**config.mk**
```make
export PLATFORM = sky130hd
export DESIGN_NAME = seqdiv_core
export DESIGN_NICKNAME = d
export VERILOG_FILES = /design/src/rtl/seqdiv_pkg.sv /design/src/rtl/seqdiv_trial.sv /design/src/rtl/seqdiv_fixup.sv /design/src/rtl/seqdiv_core.sv
export SDC_FILE = /design/constraint.sdc
export NUM_CORES = 1
export LEC_CHECK = 0
export BUFFER_PORTS_ARGS = -buffer_cell sky130_fd_sc_hd__buf_2
export CAP_MARGIN = 20
export CORE_MARGIN = 8
export CORE_UTILIZATION = 40
export DETAILED_ROUTE_END_ITERATION = 7
export PLACE_DENSITY = 0.63
export SYNTH_ARGS = -nofsm -noshare
export SYNTH_HDL_FRONTEND = slang
export SYNTH_SLANG_ARGS = --single-unit
```
**constraint.sdc**
```tcl
create_clock -name clk -period 2.75 [get_ports clk]
set_clock_uncertainty 0.15 [all_clocks]
set_input_delay 0.275 -clock clk [delete_from_list [all_inputs] [get_ports clk]]
set_output_delay 0.275 -clock clk [all_outputs]
set_load 0.02 [all_outputs]
```
**src/rtl/seqdiv_pkg.sv**
```systemverilog
package seqdiv_pkg;

    typedef enum logic [1:0] {
        ST_IDLE = 2'd0,
        ST_RUN  = 2'd1,
        ST_DONE = 2'd2
    } seqdiv_state_e;

endpackage

```
**src/rtl/seqdiv_trial.sv**
```systemverilog
// Trial subtraction of the divisor from the (N+1)-bit partial remainder
// formed by the overflow bit and the upper half of the working register.
module seqdiv_trial #(
    parameter int N = 32
) (
    input  logic         ext_i,
    input  logic [N-1:0] hi_i,
    input  logic [N-1:0] dvs_i,
    output logic         fits_o,
    output logic [N-1:0] diff_o
);
    localparam int TW = N + 2;

    logic [TW-1:0] wide;

    always_comb begin
        wide   = {1'b0, ext_i, hi_i} - {2'b00, dvs_i};
        fits_o = ~wide[TW-1];
        diff_o = wide[N-1:0];
    end
endmodule

```
**src/rtl/seqdiv_fixup.sv**
```systemverilog
// Result extraction: the low half is the quotient; the upper half has been
// shifted one place too far and is shifted back right, pulling in the
// overflow bit.
module seqdiv_fixup #(
    parameter int N = 32
) (
    input  logic           ext_i,
    input  logic [2*N-1:0] acc_i,
    output logic [N-1:0]   quo_o,
    output logic [N-1:0]   rem_o
);
    always_comb begin
        quo_o = acc_i[N-1:0];
        rem_o = {ext_i, acc_i[2*N-1:N+1]};
    end
endmodule

```
**src/rtl/seqdiv_core.sv**
```systemverilog
module seqdiv_core #(
    parameter int N = 32
) (
    input  logic         clk,
    input  logic         rst_n,
    input  logic         start,
    input  logic [N-1:0] dividend,
    input  logic [N-1:0] divisor,
    output logic         done,
    output logic [N-1:0] quotient,
    output logic [N-1:0] remainder
);
    import seqdiv_pkg::*;

    localparam int CW = $clog2(N + 1);
    localparam int AW = 2 * N;
    localparam logic [CW-1:0] LAST = CW'(N - 1);

    typedef struct packed {
        seqdiv_state_e  st;
        logic [CW-1:0]  cnt;
        logic           ext;
        logic [AW-1:0]  acc;
        logic [N-1:0]   dvs;
        logic [N-1:0]   quo;
        logic [N-1:0]   rem;
        logic           done;
    } regs_t;

    regs_t r_q, r_d;

    logic         fits;
    logic [N-1:0] diff;
    logic [N-1:0] new_hi;
    logic         step_ext;
    logic [AW-1:0] step_acc;
    logic [N-1:0] fix_quo;
    logic [N-1:0] fix_rem;

    seqdiv_trial #(.N(N)) u_trial (
        .ext_i  (r_q.ext),
        .hi_i   (r_q.acc[AW-1:N]),
        .dvs_i  (r_q.dvs),
        .fits_o (fits),
        .diff_o (diff)
    );

    // restore on a failed trial, then shift left with the quotient bit
    always_comb begin
        new_hi               = fits ? diff : r_q.acc[AW-1:N];
        {step_ext, step_acc} = {new_hi, r_q.acc[N-1:0], fits};
    end

    seqdiv_fixup #(.N(N)) u_fix (
        .ext_i (step_ext),
        .acc_i (step_acc),
        .quo_o (fix_quo),
        .rem_o (fix_rem)
    );

    always_comb begin
        r_d      = r_q;
        r_d.done = 1'b0;
        unique case (r_q.st)
            ST_IDLE: begin
                if (start) begin
                    r_d.st  = ST_RUN;
                    r_d.cnt = '0;
                    r_d.ext = 1'b0;
                    // load with the initial left shift already applied
                    r_d.acc = {{(N-1){1'b0}}, dividend, 1'b0};
                    r_d.dvs = divisor;
                end
            end
            ST_RUN: begin
                r_d.ext = step_ext;
                r_d.acc = step_acc;
                r_d.cnt = r_q.cnt + 1'b1;
                if (r_q.cnt == LAST) begin
                    r_d.st   = ST_DONE;
                    r_d.quo  = fix_quo;
                    r_d.rem  = fix_rem;
                    r_d.done = 1'b1;
                end
            end
            ST_DONE: begin
                r_d.st = ST_IDLE;
            end
            default: begin
                r_d.st = ST_IDLE;
            end
        endcase
    end

    always_ff @(posedge clk or negedge rst_n) begin
        if (!rst_n) begin
            r_q <= '{st: ST_IDLE, cnt: '0, ext: 1'b0, acc: '0,
                     dvs: '0, quo: '0, rem: '0, done: 1'b0};
        end else begin
            r_q <= r_d;
        end
    end

    assign done      = r_q.done;
    assign quotient  = r_q.quo;
    assign remainder = r_q.rem;

endmodule

```
# Word-level counts from Yosys, hierarchy flattened
# Index checks and enable logic that the tools add are counted.
# word_totals
ff_bits,170
inputBits,67
output_inout_bits,65
wordCells,28
# op_classes
addsub,2
n_eq_ne,4
muxes,7
bitwise_logic,1
n_reduce_logical,6
# op_table
op,n
$pmux 71 s2,1
$mux 105,1
$sub 33x32->34,1
$mux 32,1
$reduce_and 2->1,4
$add 6x1->6 const B,1
$eq 6x5->1 const B,1
$ne 2x2->1 const B,2
$pmux 2 s2,1
$eq 2x1->1 const B,1
$logic_not 2->1,1
$mux 1,2
$mux 2,1
$reduce_bool 2->1,1
$not 1->1,1

# Longest topological paths before layout
# logic_depth
ltp_word,3
ltp_mapped,13
ltp_nobuf,12

# By module
# A second synthesis with hierarchy kept.
# hier_totals
cells_unflattened,946
area_unflattened_um2,10082.2
# by_module_without_submodules
mod,n_inst,cells_each,area_per_inst_um2,seq_area_each_um2
seqdiv_core,1,559,7472.2,4254.1
seqdiv_trial,1,323,2129.5,0.0
seqdiv_fixup,1,64,480.5,0.0

# Worst setup path before layout
# OpenSTA, ideal clock, no wires.
# synth_timing
kind,register to register
from,register r_q[129] (netlist bit)
to,register r_q (netlist bit remainder[30])
setup_time_ps,136
t_arrival_ps,2553
t_required_ps,2464
setup_slack_ps,-89
path_stages_with_launch,13
n_path_buf,0
period_less_slack_ps,2839
cell_sequence,dfrtp_1 -> inv_1 -> ha_1 -> inv_1 -> fa_1 -> a21oi_1 -> o211ai_1 -> a22oi_2 -> o21ai_1 -> nor4bb_1 -> or4_1 -> a31oi_1 -> o21ai_0
# synth_via
elab_chain_cells,2
# synth_rtl
element,line_no,text
"start, declared",seqdiv_core.sv:30,"regs_t r_q, r_d;"
"start signal, assigned",seqdiv_core.sv:97,"r_q <= '{st: ST_IDLE, cnt: '0, ext: 1'b0, acc: '0,"
"start signal, assigned",seqdiv_core.sv:100,r_q <= r_d;
$sub 33x32->34,seqdiv_trial.sv:17,"wide = {1'b0, ext_i, hi_i} - {2'b00, dvs_i};"
$mux 32,seqdiv_core.sv:50,new_hi = fits ? diff : r_q.acc[AW-1:N];
# No other way between the ends.
# A chain may end at the register's enable or synchronous reset.

# Worst setup path in the final report
# Same ends and word-level chain as after synthesis.

==> impl_results.md <==
* Largest buffer count on any clock path at 2
* Cell with the most instances after synthesis: nand2_1
* Root buffer cell: clkbuf_16
* Synthesized area per cell at 8.85 µm²
* Crit path capture type: flop
* Crit-path slowest cell: or4_4
* Clk pin slew, worst setup/hold paths at 70 ps
* Number of clock sinks at 170
* Synth top area share at 45.2%
* Status: complete, but fails checks
* # diodes at 0
* Yosys cell types at 67
* H-tree depth at 4
* Chip width at 169 µm
* Area of the die at between 20000 and 30000 µm²
* First-pass GRT wire length at 42.5 mm
* Crit path capture: remainder[30]$_DFFE_PN0P_
* Hold Fails Final Rpt at 0
* Number of synthesized flops with an enable pin at 0
* Initial antenna violation count at 0
* Die Y at roughly 170 µm
* Worst hold slack at 24.4 ps
* TritonCTS buffer count at 17
* Crit path launch type: flop
* Pwr Total at 17800 µW
* Vias per cell at just over 5
* Synth top area cells: dfrtp_1, nand2_1, o21ai_0
* CP most frequent cell: inv_2
* Routed WL at 26.7 mm
* Critical path type: flop to flop
* Setup TNS at -365 ps
* Number of I/O pins at 132
* Power per standard cell area at 1410 nW/µm²
* Max_slew headroom at 44.1%
* Slew at the pin with the worst max-slew slack at 838 ps
* Critical path buffers and inverters at 2
* Worst setup path startpoint: r_q[129]$_DFFE_PN0P_
* Minimum clock period at 2830 ps
* Layout cells sized above 1 at 30.4%
* Seq cells post-synth at 170
* Initial Util at between 40% and 50%
* Overflow after GRT at 0
* Finish-stage setup viols at 11
* F_max at 354 MHz
* Max Cap Violations at 0
* Arr. time, crit path at roughly 3000 ps
* GPL Wtd Cong at just under 0.9
* Area leader, netlist: dfrtp_1
* Residual DRC at 0
* Core area at between 20000 and 25000 µm²
* Wire per inst at 16.5 µm
* RSZ-0062 raised after global routing: true
* Max incr delay on CP at 500 ps
* Vias at 8239
* Row count at 56
* Final count of pins violating max slew at 0
* Worst endpoint required time at 2910 ps
* Maximum vdd ir drop at approximately 0.6 mV
* Multi-input gate area at 4860 µm²
* RR Startpoint: r_q[129]$_DFFE_PN0P_
* Final worst slack at -77.2 ps
* All-Layer GR Usage at 18.4%
* Area grow syn2layout at 34.3%
* Cells after Synth at 1064
* FF-to-FF path depth at 12
* Critical path, cell by cell: inv_2 > ha_4 > inv_2 > fa_2 > a21oi_2 > o211ai_1 > a22oi_2 > o21ai_2 > nor4bb_4 > or4_4 > a31oi_4 > o21ai_1
* Nets at 1389
* Placed Area at ~11000 µm²
* Largest net degree at the start of global routing at 52
* Synth Flop Type: dfrtp_1
* Crit share post-route at 103%
* Reg2reg setup slack at -80 ps
* Delay-heaviest family, CP: compound AO/OA/AOI/OAI gates
* Syn Std Cell Area at 9410 µm²
* Syn Nets at about 1200
* Sequential cell area at 4250 µm²
* CTS tree: built
* Worst path depth at 12
* DRT Pass-1 Iters at 5
* R2r endpoint: remainder[30]$_DFFE_PN0P_
* Minimum setup slack after placement at -160 ps
* Synth top cells by count: nand2_1, dfrtp_1, o21ai_0
* Vias in the first global route at 8232
* Ys Warns at 0
* Worst hold path type: primary input to flop
* Clock latency on the worst-skew pair at 440 ps
* DPL Wire Length at approximately 18 mm
* Seq/Total Area, Yosys at 45.2%
* Port buffer count at 131
* Final instance area at 12600 µm²
* Crit path max fanout at 3
* Leak pwr at 0.00582 µW
* Failing checks: setup timing
* Iteration-0 DRC Markers at 696
* Synth async-reset ratio at 100%
* Post-route ant nets at 0
* Fill cells at 2135
==> cell usage in the layout, fill, tap and decap left out, types with 9 or more instances in the layout <==
cell type      instances
ha_1                  16
a22oi_1               32
nor2b_1               35
dlygate4sd3_1         61
a21oi_2               11
o21ai_1               43
xnor2_1               13
dfrtp_1              170
o21ai_0              101
ha_4                  13
buf_2                130
clkbuf_16             17
nand3_1               11
a21o_1                 9
xor2_1                 9
buf_4                123
nand2_1              213
inv_1                 37
nor2_1                13
mux2i_1               11
a21oi_1               57
==> how the worst min path moves through the flow <==
stage,start,to,slack (ps),depth (start not counted)
final,dividend[25],r_q[123]$_DFFE_PN0P_,20,3
after floorplan,rst_n,done$_DFF_PN0_,-170,0
after global placement,rst_n,r_q[80]$_DFFE_PN0P_,80,1
after global routing,dividend[25],r_q[123]$_DFFE_PN0P_,30,3
after detailed placement,rst_n,r_q[80]$_DFFE_PN0P_,90,1
after CTS,dividend[29],r_q[127]$_DFFE_PN0P_,0.9,3
==> layer usage <==
layer | wire length (µm) | global-route usage, %
met3 | 1140 | 3.35
met2 | 12800 | 30.0
met4 | 629 | 7.12
met1 | 12100 | 23.9
met5 | 0 | 0
==> final cells by class <==
class | instances | share of cell area [%]
Clock buffer | 18 | 3.47
Tap cell | 319 | 3.16
Clock inverter | 14 | 1.17
Multi-Input combinational cell | 730 | 38.4
Inverter | 42 | 1.25
Timing Repair Buffer | 327 | 18.9
Sequential cell | 170 | 33.6
==> report_power, final <==
part / internal (µW) / switching, µW
Combinational: 5250 / 5810
Clock: 1230 / 1160
Sequential: 3590 / 722
==> sequential cells by signal, summed over array words and instances (netlist names) <==
name	flops
remainder	32
r_q	105
quotient	32
done	1
==> through the flow <==
step,utilization (%),instances
4_1_cts,52.2,1609
6_report,54.4,1620
3_3_place_gp,46.1,1513
3_5_place_dp,46.1,1513
5_1_grt,54.4,1620
2_1_floorplan,-,1064
==> worst register-to-register path, stage by stage (launching register included) <==
cell and delay (ps):
dfrtp_1 390, inv_2 80, ha_4 130, inv_2 30, fa_2 340, a21oi_2 160, o211ai_1 130, a22oi_2 270
o21ai_2 120, nor4bb_4 180, or4_4 500, a31oi_4 150, o21ai_1 70
==> cell families after synthesis <==
logic type | after synthesis | synth area share [%]
multiplexers | 19 | 2.05
XOR/XNOR | 26 | 2.42
buffers and inverters | 164 | 9.45
adder cells (fa/ha/maj) | 34 | 4.60
flip-flops | 170 | 45.2
AO/OA/AOI/OAI | 328 | 20.8
AND/OR/NAND/NOR | 323 | 15.5
==> what timing repair did <==
action                     in CTS  in global routing
pin swaps                       3                 19
cloned                          1                  0
setup endpoints to repair      58                 66
resized for setup              38                 98
buffers inserted                3                 10
hold buffers                   60                  1
hold endpoints to repair       99                  1
Power figures use the tool's default switching activity.
